[src/rtl/des_round_pkg.sv]
package des_round_pkg;

  localparam int DATA_W     = 64;
  localparam int HALF_W     = DATA_W / 2;
  localparam int KEY_W      = 64;
  localparam int KSTATE_W   = 56;
  localparam int KHALF_W    = KSTATE_W / 2;
  localparam int SUBKEY_W   = 48;
  localparam int NUM_ROUNDS = 16;
  localparam int ROUND_W    = $clog2(NUM_ROUNDS);
  localparam int NUM_SBOX   = 8;
  localparam int SBOX_IN_W  = SUBKEY_W / NUM_SBOX;
  localparam int SBOX_OUT_W = HALF_W / NUM_SBOX;

  typedef struct packed {
    logic       capture;
    logic       applyIp;
    logic       applyFp;
    logic       selectKey;
    logic       swapHalves;
    logic       rotRight;
    logic [1:0] rotAmt;
  } ctrlStrobe_t;

  // Source bit (1 = most significant) for each output bit of the P stage.
  localparam int unsigned P_SRC [HALF_W] = '{
    16, 7, 20, 21, 29, 12, 28, 17,  1, 15, 23, 26,  5, 18, 31, 10,
     2, 8, 24, 14, 32, 27,  3,  9, 19, 13, 30,  6, 22, 11,  4, 25};

  // Source bit for each bit of the 56-bit key selection.
  localparam int unsigned KSEL_SRC [KSTATE_W] = '{
    57, 49, 41, 33, 25, 17,  9,  1, 58, 50, 42, 34, 26, 18,
    10,  2, 59, 51, 43, 35, 27, 19, 11,  3, 60, 52, 44, 36,
    63, 55, 47, 39, 31, 23, 15,  7, 62, 54, 46, 38, 30, 22,
    14,  6, 61, 53, 45, 37, 29, 21, 13,  5, 28, 20, 12,  4};

  // Source bit for each bit of the 48-bit round subkey.
  localparam int unsigned SUBK_SRC [SUBKEY_W] = '{
    14, 17, 11, 24,  1,  5,  3, 28, 15,  6, 21, 10,
    23, 19, 12,  4, 26,  8, 16,  7, 27, 20, 13,  2,
    41, 52, 31, 37, 47, 55, 30, 40, 51, 45, 33, 48,
    44, 49, 39, 56, 34, 53, 46, 42, 50, 36, 29, 32};

  // Substitution boxes, 64 nibbles each, row-major with entry 0 in the top nibble.
  localparam logic [255:0] SBOX_TAB [NUM_SBOX] = '{
    256'hE4D12FB83A6C5907_0F74E2D1A6CB9538_41E8D62BFC973A50_FC8249175B3EA06D,
    256'hF18E6B34972DC05A_3D47F28EC01A69B5_0E7BA4D158C6932F_D8A13F42B67C05E9,
    256'hA09E63F51DC7B428_D709346A285ECBF1_D6498F30B12C5AE7_1AD069874FE3B52C,
    256'h7DE3069A1285BC4F_D8B56F03472C1AE9_A690CB7DF13E5284_3F06A1D8945BC72E,
    256'h2C417AB6853FD0E9_EB2C47D150FA3986_421BAD78F9C5630E_B8C71E2D6F09A453,
    256'hC1AF92680D34E75B_AF427C9561DE0B38_9EF528C3704A1DB6_432C95FABE17608D,
    256'h4B2EF08D3C975A61_D0B7491AE35C2F86_14BDC37EAF680592_6BD814A7950FE23C,
    256'hD2846FB1A93E50C7_1FD8A374C56B0E92_7B419CE206ADF358_21E74A8DFC90356B};

  // Initial permutation source bit for output position i (0-based from MSB).
  function automatic int ipSrc(input int i);
    int row;
    int col;
    int base;
    row  = i / 8;
    col  = i % 8;
    base = (row < 4) ? (58 + 2 * row) : (57 + 2 * (row - 4));
    return base - 8 * col;
  endfunction

  // Expansion source bit for output position i (0-based from MSB).
  function automatic int expandSrc(input int i);
    int s;
    s = 4 * (i / 6) + (i % 6);
    if (s == 0) return HALF_W;
    if (s == HALF_W + 1) return 1;
    return s;
  endfunction

  function automatic logic [DATA_W-1:0] initialPerm(input logic [DATA_W-1:0] x);
    logic [DATA_W-1:0] y;
    for (int i = 0; i < DATA_W; i++) y[DATA_W-1-i] = x[DATA_W-ipSrc(i)];
    return y;
  endfunction

  function automatic logic [DATA_W-1:0] finalPerm(input logic [DATA_W-1:0] x);
    logic [DATA_W-1:0] y;
    for (int i = 0; i < DATA_W; i++) y[DATA_W-ipSrc(i)] = x[DATA_W-1-i];
    return y;
  endfunction

  function automatic logic [SUBKEY_W-1:0] expandHalf(input logic [HALF_W-1:0] r);
    logic [SUBKEY_W-1:0] y;
    for (int i = 0; i < SUBKEY_W; i++) y[SUBKEY_W-1-i] = r[HALF_W-expandSrc(i)];
    return y;
  endfunction

  function automatic logic [HALF_W-1:0] pPerm(input logic [HALF_W-1:0] x);
    logic [HALF_W-1:0] y;
    for (int i = 0; i < HALF_W; i++) y[HALF_W-1-i] = x[HALF_W-int'(P_SRC[i])];
    return y;
  endfunction

  function automatic logic [KSTATE_W-1:0] keySelect(input logic [KEY_W-1:0] k);
    logic [KSTATE_W-1:0] y;
    for (int i = 0; i < KSTATE_W; i++) y[KSTATE_W-1-i] = k[KEY_W-int'(KSEL_SRC[i])];
    return y;
  endfunction

  function automatic logic [SUBKEY_W-1:0] subkeySelect(input logic [KSTATE_W-1:0] s);
    logic [SUBKEY_W-1:0] y;
    for (int i = 0; i < SUBKEY_W; i++) y[SUBKEY_W-1-i] = s[KSTATE_W-int'(SUBK_SRC[i])];
    return y;
  endfunction

  function automatic logic [SBOX_OUT_W-1:0] sboxLookup(input int box,
                                                       input logic [SBOX_IN_W-1:0] x);
    logic [255:0] tab;
    int idx;
    tab = SBOX_TAB[box];
    idx = int'({x[5], x[0]}) * 16 + int'(x[4:1]);
    return tab[252 - 4 * idx +: 4];
  endfunction

  function automatic logic [KHALF_W-1:0] rotHalf(input logic [KHALF_W-1:0] v,
                                                 input logic [1:0] amt,
                                                 input logic right);
    case (amt)
      2'd1:    return right ? {v[0], v[KHALF_W-1:1]} : {v[KHALF_W-2:0], v[KHALF_W-1]};
      2'd2:    return right ? {v[1:0], v[KHALF_W-1:2]} : {v[KHALF_W-3:0], v[KHALF_W-1:KHALF_W-2]};
      default: return v;
    endcase
  endfunction

  // Rounds whose encrypt rotation is a single bit.
  function automatic logic isShortShift(input int r);
    return (r == 0) || (r == 1) || (r == 8) || (r == NUM_ROUNDS - 1);
  endfunction

endpackage

[src/rtl/des_round_ctrl.sv]
module des_round_ctrl
  import des_round_pkg::*;
(
  input  logic               clk,
  input  logic               rst_n,
  input  logic               start,
  input  logic               decrypt,
  input  logic [ROUND_W-1:0] roundIdx,
  output ctrlStrobe_t        strobe,
  output logic               done
);

  logic firstRound;
  logic lastRound;
  int   roundNum;

  always_comb begin
    roundNum   = int'(roundIdx);
    firstRound = (roundNum == 0);
    lastRound  = (roundNum == NUM_ROUNDS - 1);

    strobe            = '0;
    strobe.capture    = start;
    strobe.applyIp    = firstRound;
    strobe.selectKey  = firstRound;
    strobe.applyFp    = lastRound;
    strobe.swapHalves = !lastRound;
    strobe.rotRight   = decrypt;

    if (decrypt) begin
      // Decrypt walks the encrypt schedule backwards, one round behind.
      if (firstRound)                             strobe.rotAmt = 2'd0;
      else if (isShortShift(NUM_ROUNDS - roundNum)) strobe.rotAmt = 2'd1;
      else                                        strobe.rotAmt = 2'd2;
    end else begin
      strobe.rotAmt = isShortShift(roundNum) ? 2'd1 : 2'd2;
    end
  end

  always_ff @(posedge clk) begin
    if (!rst_n) done <= 1'b0;
    else        done <= start;
  end

  assert_done_after_start_R1: assert property (@(posedge clk) disable iff (!rst_n)
    start |=> done);

  assert_no_spurious_done_R1: assert property (@(posedge clk) disable iff (!rst_n)
    !start |=> !done);

endmodule

[src/rtl/des_round_keysched.sv]
module des_round_keysched
  import des_round_pkg::*;
(
  input  logic                clk,
  input  logic                rst_n,
  input  ctrlStrobe_t         strobe,
  input  logic [KEY_W-1:0]    keyIn,
  output logic [KSTATE_W-1:0] nextState,
  output logic [SUBKEY_W-1:0] subKey
);

  logic [KSTATE_W-1:0] baseState;
  logic [KHALF_W-1:0]  cBase;
  logic [KHALF_W-1:0]  dBase;
  logic [KHALF_W-1:0]  cRot;
  logic [KHALF_W-1:0]  dRot;
  logic [7:0]          unusedParityBits;

  always_comb begin
    for (int b = 0; b < 8; b++) unusedParityBits[b] = keyIn[8 * b];
  end

  always_comb begin
    baseState = strobe.selectKey ? keySelect(keyIn) : keyIn[KSTATE_W-1:0];
    cBase     = baseState[KSTATE_W-1:KHALF_W];
    dBase     = baseState[KHALF_W-1:0];
    cRot      = rotHalf(cBase, strobe.rotAmt, strobe.rotRight);
    dRot      = rotHalf(dBase, strobe.rotAmt, strobe.rotRight);
    nextState = {cRot, dRot};
    subKey    = subkeySelect(nextState);
  end

  // A rotation only moves bits: each half keeps its weight.
  assert_rot_keeps_weight_R5: assert property (@(posedge clk) disable iff (!rst_n)
    strobe.capture |-> ($countones(cRot) == $countones(cBase)) &&
                       ($countones(dRot) == $countones(dBase)));

endmodule

[src/rtl/des_round_feistel.sv]
module des_round_feistel
  import des_round_pkg::*;
(
  input  logic [HALF_W-1:0]   rightHalf,
  input  logic [SUBKEY_W-1:0] subKey,
  output logic [HALF_W-1:0]   fOut
);

  logic [SUBKEY_W-1:0] mixed;
  logic [HALF_W-1:0]   subst;

  assign mixed = expandHalf(rightHalf) ^ subKey;

  for (genvar g = 0; g < NUM_SBOX; g++) begin : gSbox
    assign subst[HALF_W-1-SBOX_OUT_W*g -: SBOX_OUT_W] =
      sboxLookup(g, mixed[SUBKEY_W-1-SBOX_IN_W*g -: SBOX_IN_W]);
  end

  assign fOut = pPerm(subst);

endmodule

[src/rtl/des_round_datapath.sv]
module des_round_datapath
  import des_round_pkg::*;
(
  input  logic              clk,
  input  logic              rst_n,
  input  ctrlStrobe_t       strobe,
  input  logic [DATA_W-1:0] dataIn,
  input  logic [KEY_W-1:0]  keyIn,
  output logic [DATA_W-1:0] dataOut,
  output logic [KEY_W-1:0]  keyOut
);

  logic [DATA_W-1:0]   preBlock;
  logic [HALF_W-1:0]   leftHalf;
  logic [HALF_W-1:0]   rightHalf;
  logic [HALF_W-1:0]   fVal;
  logic [HALF_W-1:0]   newLeft;
  logic [DATA_W-1:0]   mixBlock;
  logic [DATA_W-1:0]   postBlock;
  logic [KSTATE_W-1:0] nextState;
  logic [SUBKEY_W-1:0] subKey;

  des_round_keysched u_keysched (
    .clk       (clk),
    .rst_n     (rst_n),
    .strobe    (strobe),
    .keyIn     (keyIn),
    .nextState (nextState),
    .subKey    (subKey)
  );

  des_round_feistel u_feistel (
    .rightHalf (rightHalf),
    .subKey    (subKey),
    .fOut      (fVal)
  );

  always_comb begin
    preBlock  = strobe.applyIp ? initialPerm(dataIn) : dataIn;
    leftHalf  = preBlock[DATA_W-1:HALF_W];
    rightHalf = preBlock[HALF_W-1:0];
    newLeft   = leftHalf ^ fVal;
    mixBlock  = strobe.swapHalves ? {rightHalf, newLeft} : {newLeft, rightHalf};
    postBlock = strobe.applyFp ? finalPerm(mixBlock) : mixBlock;
  end

  always_ff @(posedge clk) begin
    if (!rst_n) begin
      dataOut <= '0;
      keyOut  <= '0;
    end else if (strobe.capture) begin
      dataOut <= postBlock;
      keyOut  <= {{(KEY_W-KSTATE_W){1'b0}}, nextState};
    end
  end

  assert_hold_when_idle_R3: assert property (@(posedge clk) disable iff (!rst_n)
    !strobe.capture |=> $stable(dataOut) && $stable(keyOut));

  assert_key_top_clear_R4: assert property (@(posedge clk) disable iff (!rst_n)
    strobe.capture |=> (keyOut[KEY_W-1:KSTATE_W] == '0));

  assert_right_moves_left_R7: assert property (@(posedge clk) disable iff (!rst_n)
    (strobe.capture && strobe.swapHalves && !strobe.applyFp) |=>
      (dataOut[DATA_W-1:HALF_W] == $past(rightHalf)));

endmodule

[src/rtl/des_round_unit.sv]
module des_round_unit
  import des_round_pkg::*;
(
  input  logic               clk,
  input  logic               rst_n,
  input  logic               start,
  input  logic               decrypt,
  input  logic [ROUND_W-1:0] roundIdx,
  input  logic [DATA_W-1:0]  dataIn,
  input  logic [KEY_W-1:0]   keyIn,
  output logic [DATA_W-1:0]  dataOut,
  output logic [KEY_W-1:0]   keyOut,
  output logic               done
);

  ctrlStrobe_t strobe;

  des_round_ctrl u_ctrl (
    .clk      (clk),
    .rst_n    (rst_n),
    .start    (start),
    .decrypt  (decrypt),
    .roundIdx (roundIdx),
    .strobe   (strobe),
    .done     (done)
  );

  des_round_datapath u_datapath (
    .clk     (clk),
    .rst_n   (rst_n),
    .strobe  (strobe),
    .dataIn  (dataIn),
    .keyIn   (keyIn),
    .dataOut (dataOut),
    .keyOut  (keyOut)
  );

endmodule

[config.mk]
export PLATFORM = sky130hd
export DESIGN_NAME = des_round_unit
export DESIGN_NICKNAME = d
export VERILOG_FILES = /design/src/rtl/des_round_pkg.sv /design/src/rtl/des_round_ctrl.sv /design/src/rtl/des_round_keysched.sv /design/src/rtl/des_round_feistel.sv /design/src/rtl/des_round_datapath.sv /design/src/rtl/des_round_unit.sv
export SDC_FILE = /design/constraint.sdc
export NUM_CORES = 1
export LEC_CHECK = 0
export BUFFER_PORTS_ARGS = -buffer_cell sky130_fd_sc_hd__clkbuf_2
export CAP_MARGIN = 20
export CORE_MARGIN = 2
export CORE_UTILIZATION = 55
export DETAILED_ROUTE_END_ITERATION = 8
export PLACE_DENSITY_LB_ADDON = 0.12
export SYNTH_ARGS = -nofsm -noshare
export SYNTH_HDL_FRONTEND = slang
export SYNTH_SLANG_ARGS = --single-unit
[constraint.sdc]
create_clock -name clk -period 8.5 [get_ports clk]
set_input_delay 0.85 -clock clk [delete_from_list [all_inputs] [get_ports clk]]
set_output_delay 0.85 -clock clk [all_outputs]
set_load 0.01 [all_outputs]
==> out/summary.txt <==
WS Path Type: input pin to register
ratio of cells with drive above 1 in the final layout: 21.0%
largest net degree at the start of global routing: 81
Starting Density: 56.3%
Leak Pwr: 0.00718 uW
Routed Antenna Nets: 0
Die Ht: 173 microns
Worst Skew: 0 ns
Post-synth EDFFs: 0
CP Data Arrival Time: 7.03 ns
Worst setup EP type: register
number of global-route vias before repair: 16,763
PortBufs: 255
asr flop ratio synth: 0%
Routed WL: 69,700 microns
initial DRC count: 3,201
RD Place Congestion: 1.02
CTS clk-pin slew, worst paths: 0.07 ns
initial antenna violation count: 1
remaining global-route overflow: 0
post-CTS setup buffer count: 0
setup tns final: 0 ns
synth unique cells: 98
post-route minimum period: 6.74 ns
Worst Max-Slew Pin Slew: 1.17 ns
fin crit share: 79.3%
Filler Cell Count: 2,565
endpoints failing setup: 0
syn_area_per_cell: 7.54 sq um
area grow syn2layout: 11.9%
R2R Path Start: u_datapath.dataOut[13]
crit-path max cell delay: 0.99 ns
outcome: complete, no violations
hold crit path type: register to register
Core ar.: 0.0280 sq mm
crit path max fanout: 48
io pins: 265
clk_lat worst skew: 0.43 ns
router iterations before antenna repair: 6
R2R depth: 2
yosys warns: 0
Die W: 173 microns
peak supply drop: 0.000103 V
sequential share of the synthesized area: 15.4%
CTS Buf Count: 17
die area: 0.0300 sq mm
post-CTS resize count: 0
Hold Crit Depth: 2
dpl ws: 1.55 ns
drt drc: 0
Hold Violations, Final: 0
Max Cap Violations: 0
Via density: 7.31
Post-Syn Area: 0.0158 sq mm
RSZ-0062 raised after global routing: false
Slew Limit Fails: 0
H-tree depth: 4
Crit path required time: 8.79 ns
critical path cell sequence: clkbuf_2, and4_1, nor2_1, inv_1, nand2_1, ha_2, inv_1, o2bb2ai_1, or3_1, nand2_1, ha_1, nand2_1, a211o_1, o2111ai_1, a222oi_1, xor2_1, nand2b_1, a21oi_1
nets: 2,412
R2R Setup Slk: 7.64 ns
CTS tree: done
#FFs+latches synth: 121
commonest cells after routing, fill and taps aside: clkbuf_2, nand2_1, nor2_1
CP startpoint kind: input pin
Sink Count: 121
CTS Hold Bufs: 0
clock root buffer: clkbuf_16
# rows: 61
wire per inst: 26.6 microns
fmax: 0.148 GHz
HPWL after DPL: 51,700 microns
Crit-path slowest cell: ha_2
Final WS setup: 1.76 ns
Reg2Reg Capture Point: u_datapath.dataOut[13]
most used cell, CP: nand2_1
Synth Flop Type: dfxtp_1
worst hold endpoint: u_datapath.dataOut[59]
DR vias: 19,152
Pwr Density: 202 mW/mm^2
Rel. slew slack: 21.7%
first-pass GRT wire length: 103,000 microns
global-route usage over all layers: 44.2%
most common cell after layout, fill and taps aside: clkbuf_2
ANT cells: 0
critical hold path startpoint: u_datapath.dataOut[59]
Max Buffers Root-to-Sink: 2
Mapped Cells: 2,090
==> through the flow <==
stage                     area, sq um  hold slack, ns  cells  power, uW  util, %
final                           17600           0.459   2620       3570     63.0
after global routing            17600           0.480   2620       3730     63.0
after CTS                       17600           0.463   2615       3490     62.8
after detailed placement        17000           0.452   2583       2710     60.7
after global placement          17000           0.449   2583       2680     60.7
after floorplan                 15800           0.463   2097       2100        -
==> sequential cells by signal (all words and copies together), names as in the netlist <==
signal	cells
u_datapath.keyOut	56
u_ctrl.done	1
u_datapath.dataOut	64
==> metal layers <==
metal | vias to the layer above | GRT usage, % | wire length, microns | part of all wire, %
met4 | 0 | 21.2 | 3880 | 5.6
met2 | 1524 | 64.6 | 28600 | 41
met1 | 9022 | 60.0 | 27200 | 39
met5 | - | 0 | 0 | 0
li1 | 8353 | - | - | -
met3 | 253 | 12.3 | 9980 | 14
==> power breakdown <==
group          leakage [uW]  total (uW)  switching (uW)  internal, uW
Combinational       0.00588        2110            1350           761
Clock              0.000291         781             359           422
Sequential          0.00100         682            46.8           635
Total               0.00718        3570            1750          1820
==> area by class of cell <==
class / instances / area [sq um] / area share, %
Sequential cell: 121 / 2420 / 13.7
Timing Repair Buffer: 305 / 1670 / 9.46
Multi-Input combinational cell: 1713 / 12200 / 69.2
Clock buffer: 17 / 425 / 2.41
Tap cell: 378 / 473 / 2.68
Clock inverter: 15 / 175 / 0.993
Inverter: 71 / 267 / 1.51
==> cells by family (layout without fill, tap and decap cells) <==
group	after synthesis	in the layout	share of synthesized area, %
AO/OA/AOI/OAI	759	759	35.1
AND/OR/NAND/NOR	638	638	19.0
buffers and inverters	263	408	7.51
multiplexers	184	184	14.7
flip-flops	121	121	15.4
XOR/XNOR	75	75	4.56
adder cells (fa/ha/maj)	49	49	3.86
other	1	8	0.0238
==> worst max-delay path: cells and delay by family <==
family,cells,cell delay (ns)
buffers and inverters,3,1.34
AND/OR/NAND/NOR,7,1.34
AO/OA/AOI/OAI,5,1.58
adder cells (fa/ha/maj),2,1.51
XOR/XNOR,1,0.36
==> cell usage after synthesis (29+ instances only) <==
master	number	area share (%)
nand2_1	199	4.7
nor2_1	173	4.1
o21ai_0	126	4.0
dfxtp_1	121	15
mux2i_1	117	7.4
a21oi_1	111	3.5
clkbuf_1	110	2.6
o211ai_1	83	4.0
nand3_1	78	2.5
inv_1	64	1.5
xnor2_1	51	2.8
ha_1	47	3.7
nor3_1	45	1.4
buf_2	43	1.4
a31oi_1	41	1.6
a211oi_1	35	1.7
mux4_2	32	4.6
mux2_2	29	2.1
==> worst max path at each step <==
stage	from	to	slack, ns	cells past startpoint
4_1_cts	roundIdx[3]	u_datapath.dataOut[9]	1.98	19
3_5_place_dp	roundIdx[3]	u_datapath.dataOut[9]	1.55	19
3_3_place_gp	roundIdx[3]	u_datapath.dataOut[9]	1.61	19
2_1_floorplan	roundIdx[1]	u_datapath.dataOut[1]	2.26	25
6_report	roundIdx[3]	u_datapath.dataOut[5]	1.76	18
5_1_grt	roundIdx[3]	u_datapath.dataOut[8]	1.62	21
Power figures use the tool's default switching activity.
